### config.mk
export PLATFORM = sky130hd
export DESIGN_NAME = prom_page_rd
export DESIGN_NICKNAME = d
export VERILOG_FILES = /design/src/rtl/prom_pkg.sv /design/src/rtl/prom_wait_timer.sv /design/src/rtl/prom_addr_gen.sv /design/src/rtl/prom_capture.sv /design/src/rtl/prom_page_rd.sv
export SDC_FILE = /design/constraint.sdc
export NUM_CORES = 1
export LEC_CHECK = 0
export BUFFER_PORTS_ARGS = -buffer_cell sky130_fd_sc_hd__buf_2
export CAP_MARGIN = 20
export CORE_ASPECT_RATIO = 0.8
export CORE_MARGIN = 2
export CORE_UTILIZATION = 30
export DETAILED_ROUTE_END_ITERATION = 16
export PLACE_DENSITY = 0.53
export REMOVE_ABC_BUFFERS = 1
export SYNTH_ARGS = -nofsm -noshare
export SYNTH_HDL_FRONTEND = slang
export SYNTH_HIERARCHICAL = 1
export SYNTH_SLANG_ARGS = --single-unit
### constraint.sdc
create_clock -name clk -period 7.92 [get_ports clk]
set_input_delay 0.792 -clock clk [delete_from_list [all_inputs] [get_ports clk]]
set_output_delay 0.792 -clock clk [all_outputs]
set_load 0.005 [all_outputs]
### src/rtl/prom_pkg.sv
package prom_pkg;

   typedef enum logic [1:0] {
      ST_IDLE    = 2'd0,
      ST_ACCESS  = 2'd1,
      ST_HOLD    = 2'd2,
      ST_RECOVER = 2'd3
   } prom_state_e;

   function automatic int imax(input int a, input int b);
      return (a > b) ? a : b;
   endfunction

endpackage

### src/rtl/prom_wait_timer.sv
module prom_wait_timer #(
   parameter int CW      = 4,
   parameter int RST_VAL = 0
) (
   input  logic          clk,
   input  logic          rst_n,
   input  logic          load,
   input  logic [CW-1:0] load_val,
   output logic          done
);

   logic [CW-1:0] cnt_q;

   initial begin
      if (CW < 1) $error("prom_wait_timer: CW must be at least 1");
      if (RST_VAL < 0 || RST_VAL >= (1 << CW)) $error("prom_wait_timer: RST_VAL out of range");
   end

   always_ff @(posedge clk or negedge rst_n) begin
      if (!rst_n)             cnt_q <= CW'(RST_VAL);
      else if (load)          cnt_q <= load_val;
      else if (cnt_q != '0)   cnt_q <= cnt_q - 1'b1;
   end

   assign done = (cnt_q == '0);

endmodule

### src/rtl/prom_addr_gen.sv
module prom_addr_gen #(
   parameter int RAW       = 21,
   parameter int PAGE_BITS = 3
) (
   input  logic           clk,
   input  logic           rst_n,
   input  logic           load,
   input  logic [RAW:0]   load_loc,
   input  logic           step,
   input  logic           byte_mode,
   output logic [RAW-1:0] rom_addr,
   output logic           rom_lsb,
   output logic           step_crosses
);

   localparam int WOFF = PAGE_BITS;
   localparam int BOFF = PAGE_BITS + 1;

   logic [RAW:0] loc_q;
   logic         word_edge;
   logic         byte_edge;

   initial begin
      if (PAGE_BITS < 1 || PAGE_BITS >= RAW) $error("prom_addr_gen: PAGE_BITS must be in 1..RAW-1");
   end

   always_ff @(posedge clk or negedge rst_n) begin
      if (!rst_n)     loc_q <= '0;
      else if (load)  loc_q <= load_loc;
      else if (step)  loc_q <= loc_q + 1'b1;
   end

   // Page edges: the offset field is all ones, so the next step leaves the page.
   assign word_edge = &loc_q[WOFF-1:0];
   assign byte_edge = &loc_q[BOFF-1:0];

   always_comb begin
      if (byte_mode) begin
         rom_addr     = loc_q[RAW:1];
         rom_lsb      = loc_q[0];
         step_crosses = byte_edge;
      end else begin
         rom_addr     = loc_q[RAW-1:0];
         rom_lsb      = 1'b0;
         step_crosses = word_edge;
      end
   end

endmodule

### src/rtl/prom_capture.sv
module prom_capture #(
   parameter int DW = 16
) (
   input  logic          clk,
   input  logic          rst_n,
   input  logic          en,
   input  logic          wide,
   input  logic [DW-1:0] rom_q,
   output logic [DW-1:0] data
);

   localparam int LANES = DW / 8;

   initial begin
      if (DW < 16 || (DW % 8) != 0) $error("prom_capture: DW must be a multiple of 8, at least 16");
   end

   for (genvar g = 0; g < LANES; g++) begin : g_lane
      logic [7:0] lane_q;
      if (g == 0) begin : g_low
         always_ff @(posedge clk or negedge rst_n) begin
            if (!rst_n)   lane_q <= '0;
            else if (en)  lane_q <= rom_q[7:0];
         end
      end else begin : g_high
         always_ff @(posedge clk or negedge rst_n) begin
            if (!rst_n)   lane_q <= '0;
            else if (en)  lane_q <= wide ? rom_q[g*8 +: 8] : 8'h00;
         end
      end
      assign data[g*8 +: 8] = lane_q;
   end

endmodule

### src/rtl/prom_page_rd.sv
module prom_page_rd
   import prom_pkg::*;
#(
   parameter int RAW       = 21,
   parameter int DW        = 16,
   parameter int PAGE_BITS = 3,
   parameter int LEN_W     = 8,
   parameter int T_RAND    = 13,
   parameter int T_PAGE    = 4,
   parameter int T_OE      = 4,
   parameter int T_HIZ     = 3
) (
   input  logic             clk,
   input  logic             rst_n,
   input  logic             req_valid,
   output logic             req_ready,
   input  logic [RAW:0]     req_addr,
   input  logic [LEN_W-1:0] req_len,
   input  logic             req_byte,
   output logic             out_valid,
   input  logic             out_ready,
   output logic [DW-1:0]    out_data,
   output logic             out_last,
   output logic             rom_ce_n,
   output logic             rom_oe_n,
   output logic             rom_wide,
   output logic [RAW-1:0]   rom_addr,
   output logic             rom_lsb,
   output logic             rom_lsb_en,
   input  logic [DW-1:0]    rom_q
);

   localparam int T_FIRST = imax(T_RAND, T_OE);
   localparam int T_MAX   = imax(imax(T_FIRST, T_PAGE), T_HIZ);
   localparam int CW      = $clog2(T_MAX + 1);

   initial begin
      if (T_RAND < 1 || T_PAGE < 1 || T_OE < 1 || T_HIZ < 1) $error("prom_page_rd: wait parameters must be at least 1");
      if (T_PAGE > T_RAND) $error("prom_page_rd: page wait exceeds random wait");
      if (LEN_W < 1) $error("prom_page_rd: LEN_W must be at least 1");
   end

   prom_state_e      state_q, state_d;
   logic [LEN_W-1:0] remain_q;
   logic             byte_q;
   logic             en_q;
   logic             valid_q;
   logic             last_q;

   logic             tmr_load;
   logic [CW-1:0]    tmr_val;
   logic             tmr_done;
   logic             loc_load;
   logic             loc_step;
   logic             cap_en;
   logic             crosses;
   logic             take_req;
   logic             take_beat;

   assign take_req  = (state_q == ST_IDLE) && req_valid;
   assign take_beat = (state_q == ST_HOLD) && out_ready;

   prom_wait_timer #(.CW(CW), .RST_VAL(T_HIZ - 1)) u_timer (
      .clk      (clk),
      .rst_n    (rst_n),
      .load     (tmr_load),
      .load_val (tmr_val),
      .done     (tmr_done)
   );

   prom_addr_gen #(.RAW(RAW), .PAGE_BITS(PAGE_BITS)) u_addr (
      .clk          (clk),
      .rst_n        (rst_n),
      .load         (loc_load),
      .load_loc     (req_addr),
      .step         (loc_step),
      .byte_mode    (byte_q),
      .rom_addr     (rom_addr),
      .rom_lsb      (rom_lsb),
      .step_crosses (crosses)
   );

   prom_capture #(.DW(DW)) u_cap (
      .clk   (clk),
      .rst_n (rst_n),
      .en    (cap_en),
      .wide  (!byte_q),
      .rom_q (rom_q),
      .data  (out_data)
   );

   always_comb begin
      state_d  = state_q;
      tmr_load = 1'b0;
      tmr_val  = '0;
      loc_load = 1'b0;
      loc_step = 1'b0;
      cap_en   = 1'b0;
      case (state_q)
         ST_IDLE: begin
            if (req_valid) begin
               loc_load = 1'b1;
               tmr_load = 1'b1;
               tmr_val  = CW'(T_FIRST - 1);
               state_d  = ST_ACCESS;
            end
         end
         ST_ACCESS: begin
            if (tmr_done) begin
               cap_en  = 1'b1;
               state_d = ST_HOLD;
            end
         end
         ST_HOLD: begin
            if (out_ready) begin
               tmr_load = 1'b1;
               if (remain_q == '0) begin
                  tmr_val = CW'(T_HIZ - 1);
                  state_d = ST_RECOVER;
               end else begin
                  loc_step = 1'b1;
                  tmr_val  = crosses ? CW'(T_RAND - 1) : CW'(T_PAGE - 1);
                  state_d  = ST_ACCESS;
               end
            end
         end
         default: begin
            if (tmr_done) state_d = ST_IDLE;
         end
      endcase
   end

   always_ff @(posedge clk or negedge rst_n) begin
      if (!rst_n) begin
         state_q  <= ST_RECOVER;
         remain_q <= '0;
         byte_q   <= 1'b0;
         en_q     <= 1'b0;
         valid_q  <= 1'b0;
         last_q   <= 1'b0;
      end else begin
         state_q <= state_d;
         if (take_req) begin
            remain_q <= req_len;
            byte_q   <= req_byte;
            en_q     <= 1'b1;
         end
         if (take_beat) begin
            valid_q <= 1'b0;
            if (remain_q == '0) en_q <= 1'b0;
            else                remain_q <= remain_q - 1'b1;
         end
         if (cap_en) begin
            valid_q <= 1'b1;
            last_q  <= (remain_q == '0);
         end
      end
   end

   assign req_ready  = (state_q == ST_IDLE);
   assign out_valid  = valid_q;
   assign out_last   = last_q;
   assign rom_ce_n   = !en_q;
   assign rom_oe_n   = !en_q;
   assign rom_wide   = !byte_q;
   assign rom_lsb_en = en_q && byte_q;

   // Checker state: cycles the enabled ROM has seen a steady address.
   logic [RAW:0]  chk_loc_q;
   logic [CW-1:0] chk_steady_q;

   always_ff @(posedge clk or negedge rst_n) begin
      if (!rst_n) begin
         chk_loc_q    <= '0;
         chk_steady_q <= '0;
      end else begin
         chk_loc_q <= {rom_addr, rom_lsb};
         if (rom_ce_n || ({rom_addr, rom_lsb} != chk_loc_q)) chk_steady_q <= '0;
         else if (chk_steady_q != '1)                        chk_steady_q <= chk_steady_q + 1'b1;
      end
   end

   p_accept_enable_r2: assert property (@(posedge clk) disable iff (!rst_n)
      (req_valid && req_ready) |=> (!rom_ce_n && !rom_oe_n && !req_ready));

   p_page_wait_r4: assert property (@(posedge clk) disable iff (!rst_n)
      $rose(out_valid) |-> (chk_steady_q >= CW'(T_PAGE - 1)));

   p_byte_zero_r7: assert property (@(posedge clk) disable iff (!rst_n)
      (out_valid && !rom_wide) |-> (out_data[DW-1:8] == '0));

   p_stall_hold_r10: assert property (@(posedge clk) disable iff (!rst_n)
      (out_valid && !out_ready) |=> (out_valid && $stable(out_data) && $stable(out_last) && $stable(rom_addr)));

   p_last_release_r11: assert property (@(posedge clk) disable iff (!rst_n)
      (out_valid && out_ready && out_last) |=> (rom_ce_n && rom_oe_n && !req_ready));

   p_idle_quiet_r11: assert property (@(posedge clk) disable iff (!rst_n)
      req_ready |-> (rom_ce_n && rom_oe_n && !out_valid));

endmodule

==> summary.md <==
| Metric | Value |
|---|---|
| CP Data Arrival Time | `~2 ns` |
| Die area | `around 12,000 um2` |
| Slew @ Worst Pin | `1.02 ns` |
| Row count | `33` |
| Max_cap viols | `0` |
| Count of unique library cells instantiated by Yosys | `57` |
| GRT Overall Usage | `13.6%` |
| Ports | `96` |
| Switching power | `between 500 and 600 uW` |
| Clock Skew | `~0.0066 ns` |
| WL final | `just under 8 mm` |
| Avg Inst Size Synth | `~9.8 um2` |
| CTS clk-pin slew, worst paths | `approximately 0.080 ns` |
| Setup TNS | `0 ns` |
| Peak VDD IR | `~0.13 mV` |
| Synth Register Bits | `56` |
| Drt initial violations | `roughly 170` |
| Status | `finished clean` |
| Crit Path Max Fanout | `26` |
| Routability congestion estimate | `0.766` |
| Maximum number of pins on one net before global-route repair | `57` |
| Worst Hold Class | `reg -> reg` |
| Post-synthesis sequential area ratio | `about 44%` |
| Pre-Repair DR Iteration Count | `4` |
| CTS Buf Count | `5` |
| Final hold viol count | `0` |
| Cells on worst reg2reg path | `10` |
| Reg power frac | `between 40% and 50%` |
| Pwr Total | `approximately 1.4 mW` |
| Setup crit end kind | `primary output` |
| Post-Place Cell Area | `between 3000 and 4000 um2` |
| Fraction of layout cells with a size suffix above 1 | `between 30% and 40%` |
| Initial Utilization | `31.1%` |
| Syn Inst Count | `approximately 330` |
| Via/cell ratio | `4.75` |
| Internal | `a little under 900 uW` |
| Final setup violating endpoints | `0` |
| DRT antenna net count | `0` |
| First-pass GRT wire length | `roughly 13 mm` |
| CORE AREA | `roughly 10,000 um2` |
| # nets final | `468` |
| Main synth FF type | `dfrtp_1` |
| Mapped cell area | `roughly 3200 um2` |
| Clk Tree Root Cell | `clkbuf_16` |
| Pre-CTS setup slack | `around 5.1 ns` |
| Number of synthesized flops with an enable pin | `0` |
| Dpl hpwl | `about 5.5 mm` |
| # resized after CTS | `0` |
| Port bufs | `95` |
| Net Sw Frac | `38.7%` |
| Setup repair bufs after CTS | `0` |
| Setup slack after layout | `between 5 and 6 ns` |
| Fin. max-slew vios | `0` |
| GRT overflow | `0` |
| Worst skew pair latency | `~0.3 ns` |
| Final Cell Area | `about 3900 um2` |
| Ant diodes | `0` |
| DR WL/cell | `approximately 14 um` |
| Synth-to-layout area growth | `21.9%` |
| Crit path time final | `between 2 and 3 ns` |
| RSZ-0062 raised after global routing | `no` |
| Via Count | `approximately 2,600` |
| Yosys warnings | `6` |
| Die H | `96.5 um` |
| Vias in the first global route | `about 2,500` |
| WP data required | `between 7 and 8 ns` |
| Drt drc | `0` |
| Clock share of power | `between 10% and 20%` |
| Max Fclk | `352 MHz` |
| Max-slew headroom | `around 32%` |
| Comb pwr share | `between 40% and 50%` |
| # hold bufs at CTS | `0` |
| CP startpoint kind | `flip-flop` |
| Fraction of registers with async set/reset | `100%` |
| Sink Count | `56` |
| Setup CP Type | `reg -> out` |
| Final hold slack | `approximately 0.48 ns` |
| Worst hold stages | `2` |
| Die width | `120 um` |
| Htree depth | `2` |
| Final period utilization | `around 36%` |
| Initial antenna violation count | `0` |
| Power per cell area | `approximately 370 nW/um2` |
| Leakage | `between 1.5 and 2 nW` |
| CTS tree | `built` |
| Clock Tree Buf Depth | `2` |
## final timing paths
kind                            slack (ns)        start                   endpoint
max in group asynchronous             6.80        rst_n  u_cap/g_lane[1].lane_q[0]
min in group asynchronous             0.64        rst_n           u_timer/cnt_q[2]
worst max-delay path                  5.08       byte_q                 rom_lsb_en
worst max register to register        5.13  remain_q[0]           u_addr/loc_q[19]
worst min-delay path                  0.48     out_last                   out_last
worst min register to register        0.48     out_last                   out_last
## layout by cell type (no fill, tap or decap), drive strengths merged, types with 2 or more instances in the layout
cell,instances
or4,2
clkbuf,5
xor2,10
and3,5
o21a,2
a221o,2
nor2,21
mux2i,7
or3,8
a21oi,4
nor3,7
buf,97
o221a,2
nand4,7
dfstp,3
mux2,30
o21ai,34
ha,4
a31oi,10
nor3b,2
nand3,18
dfrtp,53
nand2,34
nand3b,2
inv,23
and2,2
xnor2,4
and4,4
## synthesized netlist by cell type (2+ instances only)
master | count | area (um2)
inv_1 | 19 | 71.3
and4_1 | 3 | 26.3
nand3_1 | 18 | 90.1
or3_2 | 3 | 22.5
xor2_1 | 10 | 87.6
nand2_1 | 33 | 124
o21a_1 | 2 | 15.0
buf_2 | 2 | 10.0
mux2_4 | 5 | 75.1
nand4_1 | 6 | 37.5
ha_1 | 4 | 50.1
and3_2 | 2 | 15.0
dfstp_2 | 3 | 78.8
xnor2_1 | 4 | 35.0
buf_6 | 3 | 33.8
and3_1 | 3 | 18.8
o21ai_0 | 33 | 165
nor2_1 | 21 | 78.8
a31oi_1 | 10 | 62.6
nor3_1 | 7 | 35.0
or3_1 | 5 | 31.3
dfrtp_1 | 53 | 1330
nand3b_1 | 2 | 15.0
mux2i_1 | 7 | 70.1
clkbuf_1 | 10 | 37.5
a21oi_1 | 4 | 20.0
mux2_2 | 25 | 282
a221o_1 | 2 | 20.0
## kinds of logic (layout without fill, tap and decap cells)
kind of cell               Yosys count  after routing  synth area share [%]
adders and majority gates            4              4                  1.56
AOI/OAI and AO/OA                   61             61                  11.6
DFF                                 56             56                  43.7
and+or+nand+nor                    117            117                  19.9
xor gates and xnor gates            14             14                  3.82
buffers and inverters               39            125                  6.00
muxes                               37             37                  13.3
## through the flow
step	cells	utilization, %
after floorplan	309	-
after global placement	546	36.4
after detailed placement	546	36.4
after CTS	554	37.9
after global routing	554	37.9
final	554	37.9
## critical path: stages (launching register included)
cell     delay, ns
dfrtp_1       1.02
inv_1         0.42
nor2_1        0.18
buf_2         0.13
## cell type report
| cell class | instances | area, um2 |
|---|---|---|
| Multi-Input combinational cell | 233 | 1610 |
| Tap cell | 140 | 175 |
| Fill cell | 1065 | 6410 |
| Inverter | 20 | 77.6 |
| Clock inverter | 3 | 28.8 |
| Clock buffer | 5 | 125 |
| Sequential cell | 56 | 1410 |
| Timing Repair Buffer | 97 | 490 |
## flip-flops by register name, summed over array words and instances (netlist names)
| signal | cells |
|---|---|
| out_last | 1 |
| u_addr/loc_q | 22 |
| out_valid | 1 |
| state_q | 2 |
| remain_q | 8 |
| u_timer/cnt_q | 4 |
| byte_q | 1 |
| u_cap/g_lane.lane_q | 16 |
| en_q | 1 |
## power by group through the flow
| stage | Clock [mW] | Combinational, mW | Sequential (mW) |
|---|---|---|---|
| after floorplan | 0 | 0.412 | 0.549 |
| after global placement | 0 | 0.622 | 0.579 |
| after detailed placement | 0 | 0.635 | 0.585 |
| after CTS | 0.245 | 0.636 | 0.581 |
| after global routing | 0.254 | 0.712 | 0.609 |
| final | 0.237 | 0.626 | 0.581 |
## metal layers
metal	up-vias	GRT usage, %	part of all wire [%]	wire (um)
met5	-	0	0	0
met4	0	3.24	0.77	59
met3	5	3.05	5.3	408
met2	62	20.6	42	3200
met1	1237	19.7	52	4020
li1	1330	-	-	-
No activity file was read; power rests on OpenSTA's default activity.
